--- src/rtl/net_led_pkg.sv ---
package net_led_pkg;
   typedef enum logic [1:0] {
      PORT_TP   = 2'd0,
      PORT_AUI  = 2'd1,
      PORT_GPSI = 2'd2,
      PORT_NONE = 2'd3
   } port_e;

   localparam int REG_W    = 16;
   localparam int BIT_LIVE = 15;
   localparam int BIT_MP   = 9;
   localparam int BIT_FDLS = 8;
   localparam int BIT_PSE  = 7;
   localparam int BIT_RCV  = 2;

   typedef struct packed {
      logic mp;
      logic fdls;
      logic pse;
      logic rcv;
   } led_cfg_t;

   localparam led_cfg_t CFG_RESET = '{mp: 1'b0, fdls: 1'b0, pse: 1'b1, rcv: 1'b1};
endpackage

--- src/rtl/led_fd_qual.sv ---
module led_fd_qual
   import net_led_pkg::*;
(
   input  logic [1:0] port_sel,
   input  logic       fd_en,
   input  logic       aui_fd,
   input  logic       link_pass,
   output logic       fd_link,
   output logic       tp_fd
);
   always_comb begin
      unique case (port_e'(port_sel))
         PORT_TP:   fd_link = link_pass & fd_en;
         PORT_AUI:  fd_link = fd_en & aui_fd;
         PORT_GPSI: fd_link = fd_en;
         default:   fd_link = 1'b0;
      endcase
   end

   assign tp_fd = (port_e'(port_sel) == PORT_TP) & fd_en;
endmodule

--- src/rtl/led_stretch.sv ---
module led_stretch #(
   parameter int STRETCH_CYCLES = 16,
   parameter bit HAS_STRETCH    = 1'b1
) (
   input  logic clk,
   input  logic rst_n,
   input  logic src,
   input  logic pse,
   output logic led_on
);
   localparam int CNT_W = (STRETCH_CYCLES > 2) ? $clog2(STRETCH_CYCLES) : 1;
   localparam logic [CNT_W-1:0] RELOAD = CNT_W'(STRETCH_CYCLES - 1);

   logic led_q;
   assign led_on = led_q;

   generate
      if (HAS_STRETCH) begin : g_stretch
         logic             src_q;
         logic [CNT_W-1:0] cnt;
         logic             rise;

         assign rise = src & ~src_q;

         always_ff @(posedge clk) begin
            if (!rst_n) begin
               src_q <= 1'b0;
               cnt   <= '0;
               led_q <= 1'b0;
            end else begin
               src_q <= src;
               if (!pse)
                  cnt <= '0;
               else if (rise)
                  cnt <= RELOAD;
               else if (cnt != '0)
                  cnt <= cnt - 1'b1;
               led_q <= src | (pse & (cnt != '0));
            end
         end
      end else begin : g_plain
         logic unused_pse;
         assign unused_pse = pse;

         always_ff @(posedge clk) begin
            if (!rst_n)
               led_q <= 1'b0;
            else
               led_q <= src;
         end
      end
   endgenerate
endmodule

--- src/rtl/led_prog_chan.sv ---
module led_prog_chan
   import net_led_pkg::*;
#(
   parameter int STRETCH_CYCLES = 16,
   parameter bit HAS_STRETCH    = 1'b1
) (
   input  logic     clk,
   input  logic     rst_n,
   input  logic     wr_en,
   input  led_cfg_t wr_cfg,
   input  logic     rx_evt,
   input  logic     mpkt_evt,
   input  logic     fd_link,
   output led_cfg_t cfg,
   output logic     src,
   output logic     led_on
);
   always_ff @(posedge clk) begin
      if (!rst_n)
         cfg <= CFG_RESET;
      else if (wr_en)
         cfg <= wr_cfg;
   end

   assign src = (cfg.rcv & rx_evt) | (cfg.mp & mpkt_evt) | (cfg.fdls & fd_link);

   led_stretch #(
      .STRETCH_CYCLES(STRETCH_CYCLES),
      .HAS_STRETCH   (HAS_STRETCH)
   ) u_stretch (
      .clk   (clk),
      .rst_n (rst_n),
      .src   (src),
      .pse   (cfg.pse),
      .led_on(led_on)
   );
endmodule

--- src/rtl/net_led_driver.sv ---
module net_led_driver
   import net_led_pkg::*;
#(
   parameter int NUM_PROG       = 3,
   parameter int STRETCH_CYCLES = 16,
   parameter bit HAS_STRETCH    = 1'b1,
   parameter int ADDR_W         = $clog2(NUM_PROG + 1)
) (
   input  logic                clk,
   input  logic                rst_n,
   input  logic                rx_evt,
   input  logic                mpkt_evt,
   input  logic                link_pass,
   input  logic [1:0]          port_sel,
   input  logic                fd_en,
   input  logic                aui_fd,
   input  logic                reg_we,
   input  logic [ADDR_W-1:0]   reg_addr,
   input  logic [15:0]         reg_wdata,
   output logic [15:0]         reg_rdata,
   output logic [NUM_PROG-1:0] led_prog_n,
   output logic                led_link_n
);
   generate
      if (NUM_PROG < 1) begin : g_bad_num
         $error("NUM_PROG must be at least 1");
      end
      if (STRETCH_CYCLES < 2) begin : g_bad_stretch
         $error("STRETCH_CYCLES must be at least 2");
      end
      if ((1 << ADDR_W) < NUM_PROG + 1) begin : g_bad_addr
         $error("ADDR_W too narrow for NUM_PROG channels");
      end
   endgenerate

   logic                fd_link;
   logic                tp_fd;
   led_cfg_t            cfg_vec [NUM_PROG];
   logic [NUM_PROG-1:0] src_vec;
   logic [NUM_PROG-1:0] pse_vec;
   logic [NUM_PROG-1:0] fdls_vec;
   logic [NUM_PROG-1:0] on_vec;
   logic                fdls_any;
   logic                link_live;
   logic                link_q;
   led_cfg_t            wr_cfg;
   logic                unused_wbits;

   assign wr_cfg = '{mp:   reg_wdata[BIT_MP],
                     fdls: reg_wdata[BIT_FDLS],
                     pse:  reg_wdata[BIT_PSE],
                     rcv:  reg_wdata[BIT_RCV]};
   assign unused_wbits = ^{reg_wdata[15:10], reg_wdata[6:3], reg_wdata[1:0]};

   led_fd_qual u_fdq (
      .port_sel (port_sel),
      .fd_en    (fd_en),
      .aui_fd   (aui_fd),
      .link_pass(link_pass),
      .fd_link  (fd_link),
      .tp_fd    (tp_fd)
   );

   generate
      for (genvar i = 0; i < NUM_PROG; i++) begin : g_chan
         led_prog_chan #(
            .STRETCH_CYCLES(STRETCH_CYCLES),
            .HAS_STRETCH   (HAS_STRETCH)
         ) u_chan (
            .clk     (clk),
            .rst_n   (rst_n),
            .wr_en   (reg_we && (reg_addr == ADDR_W'(i + 1))),
            .wr_cfg  (wr_cfg),
            .rx_evt  (rx_evt),
            .mpkt_evt(mpkt_evt),
            .fd_link (fd_link),
            .cfg     (cfg_vec[i]),
            .src     (src_vec[i]),
            .led_on  (on_vec[i])
         );
         assign pse_vec[i]    = cfg_vec[i].pse;
         assign fdls_vec[i]   = cfg_vec[i].fdls;
         assign led_prog_n[i] = ~on_vec[i];
      end
   endgenerate

   assign fdls_any  = |fdls_vec;
   assign link_live = link_pass & ~(tp_fd & ~aui_fd & fdls_any);

   always_ff @(posedge clk) begin
      if (!rst_n)
         link_q <= 1'b0;
      else
         link_q <= link_live;
   end
   assign led_link_n = ~link_q;

   always_comb begin
      reg_rdata = '0;
      if (reg_addr == '0)
         reg_rdata[BIT_LIVE] = link_live;
      for (int i = 0; i < NUM_PROG; i++) begin
         if (reg_addr == ADDR_W'(i + 1))
            reg_rdata = {src_vec[i], 5'b0, cfg_vec[i].mp, cfg_vec[i].fdls,
                         cfg_vec[i].pse, 4'b0, cfg_vec[i].rcv, 2'b0};
      end
   end
endmodule

--- config.mk ---
export PLATFORM = sky130hd
export DESIGN_NAME = net_led_driver
export DESIGN_NICKNAME = d
export VERILOG_FILES = /design/src/rtl/net_led_pkg.sv /design/src/rtl/led_fd_qual.sv /design/src/rtl/led_stretch.sv /design/src/rtl/led_prog_chan.sv /design/src/rtl/net_led_driver.sv
export SDC_FILE = /design/constraint.sdc
export NUM_CORES = 1
export LEC_CHECK = 0
export CAP_MARGIN = 5
export CORE_ASPECT_RATIO = 1.2
export CORE_MARGIN = 10
export CORE_UTILIZATION = 50
export CTS_BUF_LIST = sky130_fd_sc_hd__clkbuf_8
export DETAILED_ROUTE_END_ITERATION = 16
export GPL_TIMING_DRIVEN = 0
export PLACE_DENSITY = 0.95
export SYNTH_ARGS = -nofsm -noshare
export SYNTH_HDL_FRONTEND = slang
export SYNTH_SLANG_ARGS = --single-unit
--- constraint.sdc ---
create_clock -name clk -period 3.6 [get_ports clk]
set_input_delay 0.72 -clock clk [delete_from_list [all_inputs] [get_ports clk]]
set_output_delay 0.72 -clock clk [all_outputs]
set_load 0.05 [all_outputs]
Yosys cells after proc, flatten, opt, wreduce, memory -nomap -nowiden
Cells that the tools add are included.
Widths: inputs -> output; s select.

operators by class
  add/subtract/negate cells = 3
  eq/ne operators = 5
  mux-type cells = 11
  bitwise operators = 39
  reduce and logical (&&, ||, !) cells = 15

operators with widths
  operator             count
  $mux 16              3
  $mux 4               6
  $and 1x1->1          21
  $reduce_bool 4->1    3
  $sub 4x1->4 const B  3
  $not 1->1            9
  $or 1x1->1           9
  $eq 2x2->1 const B   3
  $reduce_and 2->1     3
  $reduce_bool 2->1    3
  $eq 2x1->1 const B   2
  $logic_not 2->1      2
  $logic_and 1x1->1    3
  $pmux 1 s3           1
  $reduce_or 3->1      1
  $mux 1               1

word-level totals
  register bits after elaboration = 31
  input port bits = 28
  output and inout bits = 20
  word-level logic and storage cells = 95

Depth between registers and ports, before layout
  depth in word-level cells = 10
  mapped depth = 6

Cells and area by module
Synthesis repeated with hierarchy kept, for this count alone.

unflattened totals
  cells, all modules = 161
  area, all modules = 1,575.3 sq um

modules (own cells, without submodules)
  module          times used  cells each  area each (sq um)  sequential area each (sq um)
  led_stretch     3           25          260.2              120.1
  led_prog_chan   3           15          158.9              80.1
  net_led_driver  1           37          287.8              20.0
  led_fd_qual     1           4           30.0               0.0

Least setup slack after synthesis
Ideal clock, no wire load.

  kind = in2out
  from = in port_sel[1]
  to = out reg_rdata[15]
  data arrival time = 2.025 ns
  data required time = 2.880 ns
  path slack = 0.855 ns
  cell stages on the path = 3
  path buffers = 0
  path through = or4b_1 > o21a_1 > mux4_2

on the way
  longest elaborated chain between the ends = 10
  elaborated cells on any way between the ends = 19

ends and longest elaborated chain
  element                    RTL line                              text
  start, declared            net_led_driver.sv:14                  input logic [1:0] port_sel,
  $logic_not 2->1            led_fd_qual.sv:12, led_fd_qual.sv:20
  $and 1x1->1                led_fd_qual.sv:20                     assign tp_fd = (port_e'(port_sel) == PORT_TP) & fd_en;
  $and 1x1->1 (2 in series)  net_led_driver.sv:88                  assign link_live = link_pass & ~(tp_fd & ~aui_fd & fdls_any);
  $not 1->1                  net_led_driver.sv:88
  $and 1x1->1                net_led_driver.sv:88
  $mux 1                     net_led_driver.sv:100                 if (reg_addr == '0)
  $mux 16 (2 in series)      net_led_driver.sv:103                 if (reg_addr == ADDR_W'(i + 1))
  $mux 16 *                  net_led_driver.sv:103
  end, declared              net_led_driver.sv:20                  output logic [15:0] reg_rdata,

Every way passes the cells marked *; elsewhere a longest branch is shown, timed or not.

Final worst setup path
Same ends and word-level chain as after synthesis.

==> metrics.txt <==
outcome finished clean; maxcap violations 0; YS warnings 0; Die X 70.6 µm; CTS Hold Bufs 0; htree depth 2; fmax 298 MHz; count leader, synth dfxtp_1; Post-Syn Area 1540 µm²; max_slew headroom 0.662; asr flop ratio synth 0; Max Slew Vio Count 0; peak supply drop 0.424 mV; CP endpoint kind output port; layout cells sized above 1 0.156; final worst-path cycle share 0.932; Gate power share 0.382; first-pass GRT wire length 5880 µm; Worst Path Arrival 2.64 ns; DPL Wire Length 2670 µm; Num CTS Buffers 5; Root Buffer clkbuf_8; post-synthesis sequential area ratio 0.404; full die area 5700 µm²; Crit Path Class in -> out; # IOs 48; fin nets 243; post-placement setup slack -0.218 ns; register area 621 µm²; net switching power 0.000434 W; wire per inst 13.9 µm; CTS sink count 31; Longest Clk Path Bufs 2; RSZ-0062 raised after global routing false; 1st-iter DRT viols 42; Worst Clk Skew 0.00685 ns; cells after synthesis 175; P_leak 0.867 nW; library cells used by synthesis 27; internal power 0.000793 W; leading area contributor after synthesis dfxtp_1; Main synth FF type dfxtp_1; Critical Path Start Type primary input; Critical Path Fanout Max 3; initial antenna violation count 0; top post-synthesis cells by count dfxtp_1, nand2_1, o21ai_0; vias in the first global route 1350; Tot GR Track Use 0.127; Core Region 3000 µm²; Tmin final 3.36 ns; Sw Share 0.354; Seq pwr share 0.396; final WL 3440 µm; P&R area growth vs syn 23.8%; number of diodes 0; gr ovfl total 0; final setup vio count 0; Worst Tran Pin Value 0.505 ns; Fillers 259; Synth Area per Inst 8.79 µm²; worst path required time 2.88 ns; Overall Power 0.00123 W; largest net degree at the start of global routing 11; Worst-path clk slew 0.06 ns; Routed Antenna Nets 0; IO Port Bufs 20; Placer Congestion 0.788; Min-Delay Path Class reg -> reg; Pre-antenna DRT Iters 4; height of the chip 80.8 µm; P per Cell Area 645 nW/µm²; Hold Violations, Final 0; Placement Rows 22; number of synthesized flops with an enable pin 0; proportion of power drawn by the clock network 0.222; Area contributors post-synth dfxtp_1, o21ai_0, buf_4; fin util 0.634; CTS tree yes; DR DRC count 0; multi-input logic area 786 µm²; initial core utilization 0.513; fin worst setup slack 0.245 ns; DR vias/cell 5.15; top-area cell type share of the netlist area 0.404; flops & latches, synth 31; worst skew pair latency 0.29 ns; DR vias 1278
[layout make-up]
type	count	area share
Sequential cell	31	0.326
Tap cell	36	0.0237
Inverter	13	0.0256
Multi-Input combinational cell	124	0.413
Buffer	17	0.0631
Timing Repair Buffer	20	0.103
Clock buffer	6	0.0434
Clock inverter	1	0.00263
[logic make-up after synthesis]
group	after synthesis	synth area share
and+or+nand+nor	53	0.175
AOI/OAI and AO/OA	35	0.138
DFF	31	0.404
buffers and inverters	30	0.110
muxes	13	0.0960
xor gates and xnor gates	9	0.0513
adders and majority gates	3	0.0244
other	1	0.00244
[critical path, stage by stage]
cell,delay (ns)
clkdlybuf4s50_1,0.45
or4b_1,0.53
o21a_1,0.22
mux4_2,0.46
clkbuf_2,0.26
[flip-flops by register name, summed over array words and instances, names as in the netlist]
signal                                   flops
g_chan.u_chan.u_stretch.g_stretch.cnt       12
link_q                                       1
g_chan.u_chan.u_stretch.led_on               3
g_chan.u_chan.u_stretch.g_stretch.src_q      3
g_chan.u_chan.cfg                           12
[path summary, 6_finish.rpt]
path                            slack [ns]                                         from  cells after the start                                           to
worst max register to register        2.16  g_chan[1].u_chan.u_stretch.g_stretch.cnt[0]                      6  g_chan[1].u_chan.u_stretch.g_stretch.cnt[1]
worst min register to register        0.49                      g_chan[0].u_chan.cfg[0]                      2                      g_chan[0].u_chan.cfg[0]
worst min-delay path                  0.49                      g_chan[0].u_chan.cfg[0]                      2                      g_chan[0].u_chan.cfg[0]
worst max-delay path                  0.24                                  port_sel[1]                      5                                reg_rdata[15]
[power groups by stage]
stage | sequential (W) | clock [W] | combinational, W
after floorplan | 0.000480 | 0 | 0.000373
after global placement | 0.000487 | 0 | 0.000447
after detailed placement | 0.000492 | 0 | 0.000470
after CTS | 0.000485 | 0.000279 | 0.000474
after global routing | 0.000498 | 0.000292 | 0.000527
final | 0.000486 | 0.000273 | 0.000470
[cells in the final DEF (no fill, tap or decap), drive strengths merged]
master / synthesis / layout
a22o: 7 / 7
xnor2: 9 / 9
clkbuf: 4 / 11
nor2: 6 / 6
a21boi: 2 / 2
or4b: 1 / 1
and2: 1 / 1
conb: 1 / 11
nand3: 7 / 7
nor3b: 3 / 3
dfxtp: 31 / 31
clkinv: 0 / 1
a21oi: 6 / 6
ha: 3 / 3
mux4: 1 / 1
buf: 13 / 13
mux2: 4 / 4
o21a: 1 / 1
inv: 13 / 13
nand3b: 2 / 2
o21bai: 1 / 1
or2: 6 / 6
clkdlybuf4s50: 0 / 19
nor3: 4 / 4
nor2b: 5 / 5
nand2: 18 / 18
mux2i: 8 / 8
o21ai: 18 / 18
[timing repair]
action                     CTS  global route
setup endpoints to repair    1             1
setup buffers                0             0
resized for setup            1             2
[per-layer routing]
metal  part of all wire  global-route usage  vias to the layer above
met1               0.39               0.116                      581
met5                  0                   0                        -
li1                   -                   -                      637
met2               0.51               0.233                       49
met4              0.032              0.0853                        0
met3              0.065              0.0439                       11
[per-stage QoR]
| step | hold WS [ns] | cell area [µm²] | std cells | TNS [ns] |
|---|---|---|---|---|
| after detailed placement | 0.483 | 1820 | 241 | -0.218 |
| after CTS | 0.491 | 1910 | 248 | 0 |
| after global placement | 0.478 | 1820 | 241 | -0.179 |
| final | 0.492 | 1900 | 248 | 0 |
| after global routing | 0.522 | 1900 | 248 | 0 |
| after floorplan | 0.457 | 1580 | 185 | 0 |
Power figures use the tool's default switching activity.
